## config.mk

```make
export PLATFORM = sky130hd
export DESIGN_NAME = cfg_seq_top
export DESIGN_NICKNAME = d
export VERILOG_FILES = /design/src/rtl/cfg_seq_pkg.sv /design/src/rtl/cfg_sig_match.sv /design/src/rtl/cfg_shift_out.sv /design/src/rtl/cfg_ctrl.sv /design/src/rtl/cfg_seq_top.sv
export SDC_FILE = /design/constraint.sdc
export NUM_CORES = 1
export LEC_CHECK = 0
export BUFFER_PORTS_ARGS = -buffer_cell sky130_fd_sc_hd__buf_2
export CAP_MARGIN = 20
export CORE_MARGIN = 2
export CORE_UTILIZATION = 55
export DETAILED_ROUTE_END_ITERATION = 8
export PLACE_DENSITY = 0.82
export SYNTH_ARGS = -nofsm -noshare
export SYNTH_HDL_FRONTEND = slang
export SYNTH_HIERARCHICAL = 1
export SYNTH_SLANG_ARGS = --single-unit
```

## constraint.sdc

```tcl
create_clock -name clk_i -period 6.3 [get_ports clk_i]
set_clock_uncertainty 0.1 [all_clocks]
set_input_delay 1.26 -clock clk_i [delete_from_list [all_inputs] [get_ports clk_i]]
set_output_delay 1.26 -clock clk_i [all_outputs]
set_load 0.01 [all_outputs]
```

## src/rtl/cfg_seq_pkg.sv

```systemverilog
`timescale 1ns/1ps
package cfg_seq_pkg;
  typedef enum logic [2:0] {
    ST_DATA,
    ST_SIG,
    ST_PROG,
    ST_INIT,
    ST_LOAD,
    ST_DONE
  } seq_state_e;

  localparam int unsigned SIG_BYTES = 4;
  localparam logic [SIG_BYTES*8-1:0] SIG_WORD = 32'hAA995566;
endpackage

```

## src/rtl/cfg_sig_match.sv

```systemverilog
`timescale 1ns/1ps
module cfg_sig_match #(
  parameter int unsigned NBYTES = 4,
  parameter logic [NBYTES*8-1:0] WORD = '0
) (
  input  logic       clk_i,
  input  logic       rst_ni,
  input  logic       clr_i,
  input  logic       byte_vld_i,
  input  logic [7:0] byte_i,
  output logic       hit_o,
  output logic       miss_o
);
  localparam int unsigned IDX_W = (NBYTES > 1) ? $clog2(NBYTES) : 1;
  localparam logic [IDX_W-1:0] IDX_LAST = IDX_W'(NBYTES - 1);

  logic [7:0]       sig_tbl [NBYTES];
  logic [IDX_W-1:0] idx_q;
  logic             match, at_last;

  for (genvar g = 0; g < NBYTES; g++) begin : g_tbl
    assign sig_tbl[g] = WORD[(NBYTES-1-g)*8 +: 8];
  end

  assign match   = (byte_i == sig_tbl[idx_q]);
  assign at_last = (idx_q == IDX_LAST);
  assign hit_o   = byte_vld_i & match & at_last;
  assign miss_o  = byte_vld_i & ~match;

  always_ff @(posedge clk_i or negedge rst_ni) begin
    if (!rst_ni)              idx_q <= '0;
    else if (clr_i || miss_o) idx_q <= '0;
    else if (byte_vld_i)      idx_q <= at_last ? '0 : idx_q + 1'b1;
  end

  // a mismatch always restarts matching at the first byte
  p_restart_r3: assert property (@(posedge clk_i) disable iff (!rst_ni)
    miss_o |=> (idx_q == '0));
endmodule

```

## src/rtl/cfg_shift_out.sv

```systemverilog
`timescale 1ns/1ps
module cfg_shift_out #(
  parameter int unsigned BYTE_W = 8
) (
  input  logic              clk_i,
  input  logic              rst_ni,
  input  logic              clr_i,
  input  logic              par_i,
  input  logic              load_i,
  input  logic [BYTE_W-1:0] byte_i,
  output logic              busy_o,
  output logic              cclk_o,
  output logic              din_o,
  output logic [BYTE_W-1:0] pdata_o
);
  localparam int unsigned CW = (BYTE_W > 1) ? $clog2(BYTE_W) : 1;
  localparam logic [CW-1:0] BIT_LAST = CW'(BYTE_W - 1);

  logic [BYTE_W-1:0] sh_q, pd_q;
  logic [CW-1:0]     cnt_q;
  logic              ph_q, busy_q, cclk_q, din_q;

  always_ff @(posedge clk_i or negedge rst_ni) begin
    if (!rst_ni) begin
      sh_q <= '0; pd_q <= '0; cnt_q <= '0;
      ph_q <= 1'b0; busy_q <= 1'b0; cclk_q <= 1'b0; din_q <= 1'b0;
    end else if (clr_i) begin
      cnt_q <= '0; ph_q <= 1'b0; busy_q <= 1'b0; cclk_q <= 1'b0;
    end else if (load_i) begin
      if (par_i) begin
        pd_q   <= byte_i;
        cclk_q <= 1'b1;
      end else begin
        sh_q   <= {byte_i[BYTE_W-2:0], 1'b0};
        din_q  <= byte_i[BYTE_W-1];
        cnt_q  <= '0;
        ph_q   <= 1'b0;
        busy_q <= 1'b1;
        cclk_q <= 1'b0;
      end
    end else if (busy_q) begin
      if (!ph_q) begin
        cclk_q <= 1'b1;
        ph_q   <= 1'b1;
      end else begin
        cclk_q <= 1'b0;
        ph_q   <= 1'b0;
        if (cnt_q == BIT_LAST) begin
          busy_q <= 1'b0;
        end else begin
          cnt_q <= cnt_q + 1'b1;
          din_q <= sh_q[BYTE_W-1];
          sh_q  <= {sh_q[BYTE_W-2:0], 1'b0};
        end
      end
    end else begin
      cclk_q <= 1'b0;
    end
  end

  assign busy_o  = busy_q;
  assign cclk_o  = cclk_q;
  assign din_o   = din_q;
  assign pdata_o = pd_q;

  // the serial bit does not move during the high phase
  p_din_hold_r6: assert property (@(posedge clk_i) disable iff (!rst_ni)
    cclk_q |-> $stable(din_q));
  // serial clock high for a single cycle per bit
  p_ser_pulse_r6: assert property (@(posedge clk_i) disable iff (!rst_ni)
    (!par_i && busy_q && cclk_q) |=> !cclk_q);
endmodule

```

## src/rtl/cfg_ctrl.sv

```systemverilog
`timescale 1ns/1ps
module cfg_ctrl
  import cfg_seq_pkg::*;
#(
  parameter int unsigned PROG_LOW_CYC = 16,
  parameter int unsigned TO_W         = 16
) (
  input  logic            clk_i,
  input  logic            rst_ni,
  input  logic            cmd_cfg_i,
  input  logic            cmd_exit_i,
  input  logic            mode_par_i,
  input  logic            init_i,
  input  logic            done_i,
  input  logic [TO_W-1:0] timeout_i,
  input  logic            sig_hit_i,
  input  logic            sig_miss_i,
  input  logic            load_i,
  input  logic            last_i,
  input  logic            ser_busy_i,
  output seq_state_e      state_o,
  output logic            mode_par_o,
  output logic            last_seen_o,
  output logic            err_sig_o,
  output logic            err_to_o
);
  localparam int unsigned PW    = $clog2(PROG_LOW_CYC + 1);
  localparam int unsigned CNT_W = (TO_W > PW) ? TO_W : PW;
  localparam logic [CNT_W-1:0] PROG_END = CNT_W'(PROG_LOW_CYC - 1);

  seq_state_e       state_q, state_d;
  logic [CNT_W-1:0] cnt_q, cnt_d, to_end;
  logic             mode_q, mode_d, last_q, last_d;
  logic             esig_q, esig_d, eto_q, eto_d;

  assign to_end = CNT_W'(timeout_i) - CNT_W'(1);

  always_comb begin
    state_d = state_q;
    cnt_d   = cnt_q;
    mode_d  = mode_q;
    last_d  = last_q;
    esig_d  = esig_q;
    eto_d   = eto_q;
    if (sig_miss_i) esig_d = 1'b1;
    unique case (state_q)
      ST_DATA: if (cmd_cfg_i) state_d = ST_SIG;
      ST_SIG: if (sig_hit_i) begin
        state_d = ST_PROG;
        cnt_d   = '0;
        mode_d  = mode_par_i;
        esig_d  = 1'b0;
        eto_d   = 1'b0;
      end
      ST_PROG: begin
        if (cnt_q == PROG_END) state_d = ST_INIT;
        else                   cnt_d   = cnt_q + 1'b1;
      end
      ST_INIT: if (init_i) begin
        state_d = ST_LOAD;
        last_d  = 1'b0;
      end
      ST_LOAD: begin
        if (done_i) begin
          state_d = ST_DATA;
        end else begin
          if (load_i && last_i) last_d = 1'b1;
          if (last_q && !ser_busy_i) begin
            state_d = ST_DONE;
            cnt_d   = '0;
          end
        end
      end
      ST_DONE: begin
        if (done_i) begin
          state_d = ST_DATA;
        end else if (cnt_q == to_end) begin
          state_d = ST_SIG;
          eto_d   = 1'b1;
        end else begin
          cnt_d = cnt_q + 1'b1;
        end
      end
      default: state_d = ST_SIG;
    endcase
    if (cmd_exit_i && state_q != ST_DATA) state_d = ST_DATA;
  end

  always_ff @(posedge clk_i or negedge rst_ni) begin
    if (!rst_ni) begin
      state_q <= ST_SIG;
      cnt_q   <= '0;
      mode_q  <= 1'b0;
      last_q  <= 1'b0;
      esig_q  <= 1'b0;
      eto_q   <= 1'b0;
    end else begin
      state_q <= state_d;
      cnt_q   <= cnt_d;
      mode_q  <= mode_d;
      last_q  <= last_d;
      esig_q  <= esig_d;
      eto_q   <= eto_d;
    end
  end

  assign state_o     = state_q;
  assign mode_par_o  = mode_q;
  assign last_seen_o = last_q;
  assign err_sig_o   = esig_q;
  assign err_to_o    = eto_q;

  p_sig_err_r3: assert property (@(posedge clk_i) disable iff (!rst_ni)
    sig_miss_i |=> esig_q);
  p_exit_r11: assert property (@(posedge clk_i) disable iff (!rst_ni)
    (cmd_exit_i && state_q != ST_DATA) |=> (state_q == ST_DATA));
  p_done_r10: assert property (@(posedge clk_i) disable iff (!rst_ni)
    ((state_q == ST_LOAD || state_q == ST_DONE) && done_i) |=> (state_q == ST_DATA));
  p_timeout_r12: assert property (@(posedge clk_i) disable iff (!rst_ni)
    $rose(eto_q) |-> (state_q == ST_SIG));
  p_mode_hold_r9: assert property (@(posedge clk_i) disable iff (!rst_ni)
    (state_q == ST_LOAD && state_d == ST_LOAD) |=> $stable(mode_q));
endmodule

```

## src/rtl/cfg_seq_top.sv

```systemverilog
`timescale 1ns/1ps
module cfg_seq_top
  import cfg_seq_pkg::*;
#(
  parameter int unsigned BYTE_W       = 8,
  parameter int unsigned PROG_LOW_CYC = 16,
  parameter int unsigned TO_W         = 16
) (
  input  logic              clk_i,
  input  logic              rst_ni,
  input  logic [BYTE_W-1:0] host_data_i,
  input  logic              host_valid_i,
  input  logic              host_last_i,
  output logic              host_ready_o,
  input  logic              cmd_cfg_i,
  input  logic              cmd_exit_i,
  input  logic              mode_par_i,
  input  logic [TO_W-1:0]   done_timeout_i,
  output logic [BYTE_W-1:0] data_o,
  output logic              data_valid_o,
  input  logic              data_ready_i,
  output logic              tgt_prog_no,
  input  logic              tgt_init_i,
  input  logic              tgt_done_i,
  output logic              tgt_cclk_o,
  output logic              tgt_din_o,
  output logic [BYTE_W-1:0] tgt_data_o,
  output logic              cfg_mode_o,
  output logic              err_sig_o,
  output logic              err_timeout_o
);
  seq_state_e state;
  logic mode_par, last_seen, ser_busy, sig_hit, sig_miss;
  logic accept, sig_vld, load;

  always_comb begin
    unique case (state)
      ST_DATA: host_ready_o = data_ready_i;
      ST_SIG:  host_ready_o = 1'b1;
      ST_LOAD: host_ready_o = !last_seen && !ser_busy;
      default: host_ready_o = 1'b0;
    endcase
  end

  assign accept  = host_valid_i & host_ready_o;
  assign sig_vld = accept & (state == ST_SIG);
  assign load    = accept & (state == ST_LOAD);

  assign cfg_mode_o   = (state != ST_DATA);
  assign data_valid_o = host_valid_i & (state == ST_DATA);
  assign data_o       = (state == ST_DATA) ? host_data_i : '0;
  assign tgt_prog_no  = (state != ST_PROG);

  cfg_sig_match #(
    .NBYTES (SIG_BYTES),
    .WORD   (SIG_WORD)
  ) u_sig (
    .clk_i      (clk_i),
    .rst_ni     (rst_ni),
    .clr_i      (state != ST_SIG),
    .byte_vld_i (sig_vld),
    .byte_i     (host_data_i[7:0]),
    .hit_o      (sig_hit),
    .miss_o     (sig_miss)
  );

  cfg_ctrl #(
    .PROG_LOW_CYC (PROG_LOW_CYC),
    .TO_W         (TO_W)
  ) u_ctrl (
    .clk_i       (clk_i),
    .rst_ni      (rst_ni),
    .cmd_cfg_i   (cmd_cfg_i),
    .cmd_exit_i  (cmd_exit_i),
    .mode_par_i  (mode_par_i),
    .init_i      (tgt_init_i),
    .done_i      (tgt_done_i),
    .timeout_i   (done_timeout_i),
    .sig_hit_i   (sig_hit),
    .sig_miss_i  (sig_miss),
    .load_i      (load),
    .last_i      (host_last_i),
    .ser_busy_i  (ser_busy),
    .state_o     (state),
    .mode_par_o  (mode_par),
    .last_seen_o (last_seen),
    .err_sig_o   (err_sig_o),
    .err_to_o    (err_timeout_o)
  );

  cfg_shift_out #(
    .BYTE_W (BYTE_W)
  ) u_shift (
    .clk_i   (clk_i),
    .rst_ni  (rst_ni),
    .clr_i   (state != ST_LOAD && state != ST_DONE),
    .par_i   (mode_par),
    .load_i  (load),
    .byte_i  (host_data_i),
    .busy_o  (ser_busy),
    .cclk_o  (tgt_cclk_o),
    .din_o   (tgt_din_o),
    .pdata_o (tgt_data_o)
  );

  p_no_cclk_prog_r4: assert property (@(posedge clk_i) disable iff (!rst_ni)
    tgt_cclk_o |-> tgt_prog_no);
  p_init_gate_r5: assert property (@(posedge clk_i) disable iff (!rst_ni)
    (state == ST_INIT) |-> !tgt_cclk_o);
  p_ser_ready_r7: assert property (@(posedge clk_i) disable iff (!rst_ni)
    (ser_busy && !mode_par) |-> !host_ready_o);
  p_no_fwd_r13: assert property (@(posedge clk_i) disable iff (!rst_ni)
    (state == ST_SIG || state == ST_LOAD) |-> !data_valid_o);
endmodule

```

Yosys cells after proc, flatten, opt, wreduce, memory -nomap -nowiden
Index checks and enable logic that the tools add are counted.
{ "word_totals": {"reg_bits": 48, "word_cells": 156, "ram_bits": 0, "n_memories": 0, "output_inout_bits": 24, "rom_bits": 0, "latchBits": 0} }
{ "op_classes": {"reduce_logical": 27, "multipliers": 0, "n_bitwise": 10, "mux": 67, "shifts": 0, "eq_ne": 33, "n_div": 0, "order_cmp": 1, "add_sub_neg": 4} }
{ "ops": {"columns": ["cell", "count"], "rows": [
  ["$mux W16", 6],
  ["$mux W8", 8],
  ["$pmux W16 S4", 1],
  ["$mux W3", 15],
  ["$mux W1", 29],
  ["$ne A3 B2 Y1 const B", 6],
  ["$pmux W3 S6", 1],
  ["$add A16 B1 Y16 const B", 1],
  ["$bmux W8 S2", 1],
  ["$eq A16 B16 Y1", 1],
  ["$eq A16 B4 Y1 const B", 1],
  ["$ne A2 B2 Y1 const B", 8],
  ["$sub A16 B1 Y16 const B", 1],
  ["$reduce_and A4 Y1", 3],
  ["$reduce_bool A2 Y1", 5],
  ["$eq A3 B3 Y1 const B", 3],
  ["$reduce_bool A3 Y1", 3],
  ["$eq A8 B8 Y1", 1],
  ["$ne A4 B2 Y1 const B", 2],
  ["$and A1 B1 Y1", 7],
  ["$reduce_and A7 Y1", 1],
  ["$eq A3 B2 Y1 const B", 2],
  ["$mux W2", 3],
  ["$ne A2 B1 Y1 const B", 3],
  ["20 further kinds", 30]
]} }

Logic depth before layout (Yosys ltp)
Gate-level depths: netlist of run 1.
{ "depth": {"word_depth": 10, "depth_mapped": 12, "ltp_nobuf": 12} }

Cells and area by module
The synthesis of run 1 kept the hierarchy.
{ "modules_own_cells": {"columns": ["module", "seq_area_each_um2", "area_per_inst_um2", "cells_each", "n_inst"], "rows": [
  ["cfg_ctrl", 576.8, 2092.0, 272, 1],
  ["cfg_shift_out", 550.5, 1027.2, 78, 1],
  ["cfg_sig_match", 50.0, 220.2, 19, 1],
  ["cfg_seq_top", 0.0, 137.6, 22, 1]
]} }

Worst setup path after synthesis of run 1
OpenSTA, ideal clock, no wires.
{ "synth_timing": {"kind": "input port to flip-flop", "startpoint": "input done_timeout_i[0]", "endpoint": "register u_ctrl.cnt_q[3]", "cell_stages": 11, "setup_slack_ps": 2236, "path_buffers": 1, "arrival_time_ps": 3885, "setup_ps": 79, "path_cell_list": "inv_1 -> ha_1 -> or3b_2 -> or4b_4 -> or4_1 -> o211ai_1 -> o2111a_1 -> a21oi_2 -> buf_6 -> o21ai_1 -> mux2i_1"} }
{ "synth_via": {"elab_chain_cells": 4} }
{ "synth_lines": {"columns": ["item", "line_no", "rtl"], "rows": [
  ["from (decl)", "cfg_seq_top.sv:18", "input logic [TO_W-1:0] done_timeout_i,"],
  ["$sub A16 B1 Y16", "cfg_ctrl.sv:36", "assign to_end = CNT_W'(timeout_i) - CNT_W'(1);"],
  ["$eq A16 B16 Y1", "cfg_ctrl.sv:77", "end else if (cnt_q == to_end) begin"],
  ["$ne A2 B2 Y1 (no source line)", null, null],
  ["$reduce_and A7 Y1 (no source line)", null, null],
  ["to (signal assigned)", "cfg_ctrl.sv:99", "cnt_q <= cnt_d;"],
  ["to (decl)", "cfg_ctrl.sv:32", "logic [CNT_W-1:0] cnt_q, cnt_d, to_end;"]
]} }
No other way between the ends.
A chain may end at the register's enable or synchronous reset.

Final worst setup path of run 1
{ "layout_timing": {"startpoint": "input done_timeout_i[3]", "endpoint": "register u_ctrl.cnt_q[15]"} }
Same word-level chain as after synthesis.

==> flow_metrics.env, run 1 <==
export IMPL_cp_max_fo=12
export IMPL_num_rows=28
export IMPL_grt_antenna_before_repair=0
export IMPL_synth_top_area_frac=0.3311
export IMPL_min_period_ns=4.145
export IMPL_dp_hpwl_um=5930
export IMPL_nNetsFinal=478
export IMPL_critPathLaunchType="input pin"
export IMPL_synthAdderAreaFrac=0.01799
export IMPL_cts_path_max_buffers=2
export IMPL_synthCells=391
export IMPL_synth_common_cells="dfrtp_1, nand2_1, nor2_1, a21oi_1, mux2_2"
export IMPL_synth_top_area_cell="dfrtp_1"
export IMPL_synth_edff_count=0
export IMPL_drive_gt1_frac=0.2409
export IMPL_drc=0
export IMPL_design_area_sq_um=3943
export IMPL_end_kind="register"
export IMPL_hold_class="reg2reg"
export IMPL_finish_utilization=0.6543
export IMPL_drtPass1Iterations=4
export IMPL_syn_nets=430
export IMPL_hold_viol_final=0
export IMPL_muxShareOfSynthArea=0.1008
export IMPL_dieArea_sq_um=6974
export IMPL_slew_viol_final=0
export IMPL_synth_area_leaders="dfrtp_1, mux2_2, nand2_1"
export IMPL_die_y_um=83.51
export IMPL_relSlewSlack=0.2804
export IMPL_cts_sinks=47
export IMPL_setup_tns_ns=0
export IMPL_synth_top_family_by_area="simple AND/OR/NAND/NOR gates"
export IMPL_async_flop_share=1.000
export IMPL_grt_pass1_vias=2849
export IMPL_cts_clk_slew_worst_paths_ns=0.09
export IMPL_cts_hold_buf=0
export IMPL_cts_tree="built"
export IMPL_synth_compound_area_share=0.1644
export IMPL_diodes=0
export IMPL_initial_core_util=0.5770
export IMPL_critPathKind="in2reg"
export IMPL_area_growth_pct=13.39
export IMPL_cts_buffers=5
export IMPL_io_buffers=57
export IMPL_post_cts_buffers=0
export IMPL_outcome="completed"
export IMPL_fillCellCount=504
export IMPL_power_per_cell_area_nw_per_um2=171.0
export IMPL_insertion_delay_ns=0.31
export IMPL_ios=58
export IMPL_drtIter0Drc=201
export IMPL_syn_cell_area_sq_um=3477
export IMPL_post_cts_resize_count=0
export IMPL_reg2reg_from="u_ctrl/state_o[0]$_DFFE_PN1P_"
export IMPL_worstHoldStart="u_shift/pdata_o[0]$_DFFE_PN0P_"
export IMPL_synth_main_ff_cell="dfrtp_1"
export IMPL_p_leak_nw=1.760
export IMPL_tightest_slew_ns=1.075
export IMPL_routed_wl_um=8252
export IMPL_setup_viol=0
export IMPL_crit_start="done_timeout_i[3]"
export IMPL_synth_distinct_cells=66
export IMPL_die_w_um=83.51
export IMPL_synth_seq_area_share=0.3386
export IMPL_rsz0062_at_grt="no"
export IMPL_synthXorXnorAreaFrac=0.05038
export IMPL_yosys_area_share_simple=0.2861
export IMPL_critical_path_required_ns=6.40
export IMPL_cts_max_level=2
export IMPL_ir_drop_mv=0.1438
export IMPL_track_usage=0.2354
export IMPL_grt_ovfl_total=0
export IMPL_placed_area_sq_um=3790
export IMPL_grt_pass1_wl_um=13670
export IMPL_synth_seq_cells=47
export IMPL_globalplace_congestion=0.9329
export IMPL_core_area_sq_um=6026
export IMPL_routed_via_density=6.078
export IMPL_grt_max_degree=48
export IMPL_finalCritPeriodShare=0.6580
export IMPL_num_vias=3130
export IMPL_worstPathArrival_ns=4.24
export IMPL_avgRoutedWirePerCell_um=16.02
export IMPL_max_freq_mhz=241.2
export IMPL_yosys_warnings=6
export IMPL_final_antenna_net_count=0
export IMPL_yosysMostFrequentCell="dfrtp_1"
export IMPL_avgSynthCellArea_sq_um=8.893
export IMPL_cts_root_buf="clkbuf_8"
export IMPL_cap_violations=0
## cell families (layout without fill, tap and decap cells)
group                    count (synthesis)  in the layout
AND/OR/NAND/NOR                        171            171
AO/OA/AOI/OAI                           82             82
flip-flops                              47             47
buffers and inverters                   34             83
multiplexers                            32             32
XOR/XNOR                                20             20
adder cells (fa/ha/maj)                  5              5
## cells in the final DEF, fill, tap and decap left out, drive strengths merged, types with 4 or more instances in the layout
| cell | n |
|---|---|
| mux2i | 11 |
| clkbuf | 6 |
| nand2b | 13 |
| nand2 | 43 |
| xnor2 | 9 |
| nor3 | 7 |
| nor2b | 4 |
| ha | 5 |
| o211ai | 7 |
| or4 | 5 |
| nand4 | 4 |
| inv | 16 |
| and2 | 13 |
| or3b | 7 |
| dfrtp | 46 |
| and3 | 7 |
| nor4 | 4 |
| nand3 | 13 |
| nand3b | 5 |
| xor2 | 11 |
| mux2 | 21 |
| buf | 59 |
| o31ai | 4 |
| o21ai | 15 |
| a31oi | 4 |
| a21oi | 23 |
| o2111ai | 5 |
| o311ai | 4 |
| nor2 | 28 |
## sequential cells by signal (all words and copies together), names as in the netlist
name / cells
u_ctrl/err_sig_o: 1
u_shift/cnt_q: 3
u_shift/busy_o: 1
u_ctrl/err_to_o: 1
u_shift/din_o: 1
u_ctrl/mode_par_o: 1
u_shift/pdata_o: 8
u_shift/sh_q: 7
u_ctrl/last_seen_o: 1
u_shift/ph_q: 1
u_ctrl/state_o: 3
u_ctrl/cnt_q: 16
u_sig/idx_q: 2
u_shift/cclk_o: 1
## critical path: stages
cell and delay, ns:
buf_2 0.13, or4_1 0.68, or4_1 0.54, a2111oi_0 0.43, nor4b_2 0.34, and4_1 0.28, a21oi_2 0.17, o2111a_1 0.29
mux2i_1 0.12
## worst paths after layout
path,slack (ns),to,cells after the start
hold / removal,0.38,u_shift/pdata_o[0]$_DFFE_PN0P_,2
setup reg to reg,2.55,u_ctrl/cnt_q[12]$_DFFE_PN0P_,12
min in group asynchronous,0.79,u_ctrl/state_o[2]$_DFFE_PN0P_,1
setup / recovery,2.15,u_ctrl/cnt_q[15]$_DFFE_PN0P_,9
hold reg to reg,0.38,u_shift/pdata_o[0]$_DFFE_PN0P_,2
max in group asynchronous,4.80,u_shift/pdata_o[1]$_DFFE_PN0P_,2
## layer usage
| layer | global-route usage | up-vias | part of all wire | wire [um] |
|---|---|---|---|---|
| met4 | 0.07625 | 0 | 0.015 | 127 |
| li1 | - | 1523 | - | - |
| met5 | 0 | - | 0 | 0 |
| met3 | 0.04154 | 13 | 0.063 | 517 |
| met1 | 0.3289 | 1481 | 0.46 | 3762 |
| met2 | 0.3732 | 113 | 0.47 | 3844 |
## report_power, final
group | switching (W) | internal [W] | leakage, nW | total (W)
clock network | 0.000108 | 0.000159 | 0.0654 | 0.000267
registers | 0.00000925 | 0.000306 | 0.625 | 0.000315
logic | 0.0000523 | 0.0000399 | 1.07 | 0.0000922
total | 0.000169 | 0.000505 | 1.76 | 0.000674
## final cells by class
type	instances	area, sq um	share of cell area
Multi-Input combinational cell	310	2166	0.5494
Sequential cell	47	1177	0.2986
Timing Repair Buffer	59	312.8	0.07934
Tap cell	75	93.84	0.02380
Clock buffer	6	72.57	0.01841
Clock inverter	2	60.06	0.01523
Inverter	16	60.06	0.01523
## metrics by stage
| stage | setup WS (ns) | power [W] | cells | hold slack (ns) |
|---|---|---|---|---|
| after floorplan | 2.236 | 0.0003685 | 391 | 0.3692 |
| after global placement | 1.966 | 0.0004083 | 506 | 0.3598 |
| after detailed placement | 1.851 | 0.0004118 | 506 | 0.3661 |
| after CTS | 2.173 | 0.0006778 | 514 | 0.3870 |
| after global routing | 2.010 | 0.0007016 | 515 | 0.4017 |
| final | 2.155 | 0.0006742 | 515 | 0.3834 |
Note: power is estimated with default switching activity, not from simulation.
==> inputs of run 2 (changes only) <==
--- a/config.mk
+++ b/config.mk
@@ -5,10 +5,11 @@
 export SDC_FILE = /design/constraint.sdc
 export NUM_CORES = 1
 export LEC_CHECK = 0
+export ABC_AREA = 1
 export BUFFER_PORTS_ARGS = -buffer_cell sky130_fd_sc_hd__buf_2
 export CAP_MARGIN = 20
 export CORE_MARGIN = 2
-export CORE_UTILIZATION = 55
+export CORE_UTILIZATION = 53
 export DETAILED_ROUTE_END_ITERATION = 8
 export PLACE_DENSITY = 0.82
 export SYNTH_ARGS = -nofsm -noshare
==> constraint.sdc (replaced) <==
create_clock -name clk_i -period 3.4 [get_ports clk_i]
set_clock_uncertainty 0.1 [all_clocks]
set_input_delay 0.68 -clock clk_i [delete_from_list [all_inputs] [get_ports clk_i]]
set_output_delay 0.68 -clock clk_i [all_outputs]
set_load 0.01 [all_outputs]
==> run 2 against run 1 <==
  * Utilization decreased by 4.5 points
  * Die area increased by 16%
  * Combinational power increased to 8.2 times the previous value
  * Via count increased by 25%
  * Area after synthesis increased by 12%
  * Sequential share of layout area decreased by 2.9 points
  * Critical path depth increased by 4
  * Non-clock buffer count unchanged
  * Clock power increased by 86%
  * Clock-buffer cell count decreased by 1
  * Highest routed layer unchanged
  * Critical endpoint unchanged
  * Flip-flop and latch count unchanged
==> flow_metrics.env, run 2 <==
export IMPL_outcome="completed"
export IMPL_drive_gt1_frac=0.2062
export IMPL_io_buffers=57
export IMPL_synth_area_leaders="dfrtp_1, nand2_1, nand3_1"
export IMPL_cts_path_max_buffers=2
export IMPL_diodes=0
export IMPL_max_freq_mhz=377.2
export IMPL_synth_common_cells="nand2_1, inv_1, nor2_1, nand3_1, dfrtp_1"
export IMPL_finish_utilization=0.6092
export IMPL_finalCritPeriodShare=0.7797
export IMPL_cap_violations=0
export IMPL_grt_antenna_before_repair=0
export IMPL_largest_register_ffs=16
export IMPL_end_kind="register"
export IMPL_cts_sinks=47
export IMPL_track_usage=0.2482
export IMPL_critPathKind="reg2reg"
export IMPL_relSlewSlack=0.6690
export IMPL_post_cts_resize_count=0
export IMPL_design_area_sq_um=4372
export IMPL_ios=58
export IMPL_power_per_cell_area_nw_per_um2=434.5
export IMPL_top_register="u_ctrl/cnt_q"
export IMPL_area_growth_pct=11.99
export IMPL_slew_viol_final=0
export IMPL_async_flop_share=1.000
export IMPL_initial_core_util=0.5440
export IMPL_placed_area_sq_um=4215
export IMPL_power_w=0.001900
export IMPL_avgRoutedWirePerCell_um=13.18
export IMPL_hold_viol_final=0
export IMPL_fillCellCount=690
export IMPL_dp_hpwl_um=7653
export IMPL_syn_cell_area_sq_um=3904
export IMPL_num_vias=3918
export IMPL_post_cts_buffers=0
export IMPL_synth_seq_area_share=0.3016
export IMPL_p_comb_frac=0.400
export IMPL_routed_via_density=5.266
export IMPL_hold_class="in2async"
export IMPL_seqPwrFrac=0.338
export IMPL_grt_max_degree=48
export IMPL_synth_seq_cells=47
export IMPL_dieArea_sq_um=8068
export IMPL_insertion_delay_ns=0.31
export IMPL_ir_drop_mv=0.2590
export IMPL_crit_top_cell="nand3_2"
export IMPL_final_antenna_net_count=0
export IMPL_die_w_um=89.82
export IMPL_synthCells=591
export IMPL_nNetsFinal=683
export IMPL_cp_max_fo=32
export IMPL_setup_viol=0
export IMPL_tightest_slew_ns=0.4920
export IMPL_cts_root_buf="clkbuf_8"
export IMPL_die_y_um=89.82
export IMPL_setup_tns_ns=0
export IMPL_worstPathArrival_ns=2.74
export IMPL_num_rows=31
export IMPL_cts_buffers=5
export IMPL_drc=0
export IMPL_routed_wl_um=9808
export IMPL_grt_pass1_vias=3710
export IMPL_avgSynthCellArea_sq_um=6.605
export IMPL_final_cell_mix="nand2_1, inv_1, nor2_1"
export IMPL_p_leak_nw=2.270
export IMPL_grt_pass1_wl_um=16660
export IMPL_yosys_warnings=6
export IMPL_p_int_w=0.001109
export IMPL_synth_top_area_cell="dfrtp_1"
export IMPL_cts_clk_slew_worst_paths_ns=0.09
export IMPL_drtPass1Iterations=5
export IMPL_cts_max_level=2
export IMPL_crit_slowest_cell="dfstp_2"
export IMPL_critPathLaunchType="register"
export IMPL_cts_tree="built"
export IMPL_power_share_clock=0.262
export IMPL_yosysMostFrequentCell="nand2_1"
export IMPL_synth_distinct_cells=41
export IMPL_slowest_delay_ns=0.64
export IMPL_sw_frac_of_total=0.4163
export IMPL_rrSetupSlack_ns=0.75
export IMPL_drtIter0Drc=252
export IMPL_cts_hold_buf=0
export IMPL_grt_ovfl_total=0
export IMPL_synth_main_ff_cell="dfrtp_1"
export IMPL_switchingPower_w=0.0007908
export IMPL_core_area_sq_um=7176
export IMPL_crit_path_cell_trace="nand3_2 -> nand3_2 -> nand2_2 -> nor2_1 -> nand3_2 -> nor2_2 -> inv_1 -> nand2_1 -> o2111ai_1 -> nor2_1 -> nand2_4 -> nand2_1 -> o21ai_2"
export IMPL_synth_top_area_frac=0.2949
export IMPL_synth_edff_count=0
export IMPL_layout_commonest_cell="nand2_1"
export IMPL_critical_path_required_ns=3.48
export IMPL_min_period_ns=2.651
export IMPL_rsz0062_at_grt="no"
export IMPL_globalplace_congestion=0.9604
export IMPL_syn_nets=630
[run 2: cell count changes in the layout (fill, tap and decap cells not counted), moves of 11 or more]
cell and delta:
nand2_1 +141, inv_1 +59, nand3_1 +46, nor2_1 +42, mux2_2 -21, o21ai_2 +18, a21oi_1 -17, and2_1 -13
nand2b_1 -13, nand2_2 +11
[run 2: power groups by stage]
stage / registers (W) / clock network, W / logic [W]
finish: 0.000643 / 0.000497 / 0.000759
detailed placement: 0.000654 / 0 / 0.000752
global route: 0.000651 / 0.000522 / 0.000849
floorplan: 0.000646 / 0 / 0.000617
CTS: 0.000643 / 0.000502 / 0.000756
global placement: 0.000652 / 0 / 0.000730
[run 2: critical path, delay by kind of cell, from the launching register on]
family                 cells  cell delay, ns
and+or+nand+nor           10            1.55
DFF                        1            0.64
AOI/OAI and AO/OA          2            0.18
buffers and inverters      1            0.05
[run 2: cell families (layout without fill, tap and decap cells)]
| logic type | Yosys count | after routing | synth area share |
|---|---|---|---|
| DFF | 47 | 47 | 0.3016 |
| AOI/OAI and AO/OA | 49 | 49 | 0.08814 |
| buffers and inverters | 92 | 146 | 0.1048 |
| and+or+nand+nor | 379 | 379 | 0.4468 |
| xor gates and xnor gates | 19 | 19 | 0.04263 |
| adders and majority gates | 5 | 5 | 0.01603 |
[run 2: final cells by class]
cell class                 instances  area [sq um]  share of cell area
sequential                        47          1177              0.2693
multi-input combinational        452          2317              0.5301
clock inverter                     3         67.56             0.01546
tap                               99         123.9             0.02833
inverter                          79         304.0             0.06955
timing repair buffer              59         312.8             0.07155
clock buffer                       5         68.82             0.01574
[run 2: stage by stage]
step,instances,hold slack (ns),setup WS (ns)
after global routing,744,0.1574,0.5199
after global placement,735,0.3503,0.6553
after CTS,743,0.3757,0.7575
after floorplan,591,0.2844,1.026
final,744,0.1523,0.7489
after detailed placement,735,0.3530,0.5453
[run 2: routing by layer]
layer | routed length (um) | global-route usage | vias up
met4 | 233 | 0.08718 | 0
li1 | - | - | 1981
met2 | 4867 | 0.4400 | 116
met5 | 0 | 0 | -
met1 | 4198 | 0.3070 | 1798
met3 | 508 | 0.03940 | 23
[run 2: final timing paths]
| path | start | end | depth (start not counted) |
|---|---|---|---|
| max in group asynchronous | rst_ni | u_ctrl/state_o[0]$_DFFE_PN1P_ | 2 |
| worst min register to register | u_shift/pdata_o[4]$_DFFE_PN0P_ | u_shift/pdata_o[4]$_DFFE_PN0P_ | 2 |
| min in group clk_i | u_shift/pdata_o[4]$_DFFE_PN0P_ | u_shift/pdata_o[4]$_DFFE_PN0P_ | 2 |
| worst max-delay path | u_ctrl/state_o[0]$_DFFE_PN1P_ | u_ctrl/cnt_q[15]$_DFFE_PN0P_ | 13 |
| worst min-delay path | rst_ni | u_shift/cnt_q[1]$_DFFE_PN0P_ | 1 |
| worst max register to register | u_ctrl/state_o[0]$_DFFE_PN1P_ | u_ctrl/cnt_q[15]$_DFFE_PN0P_ | 13 |
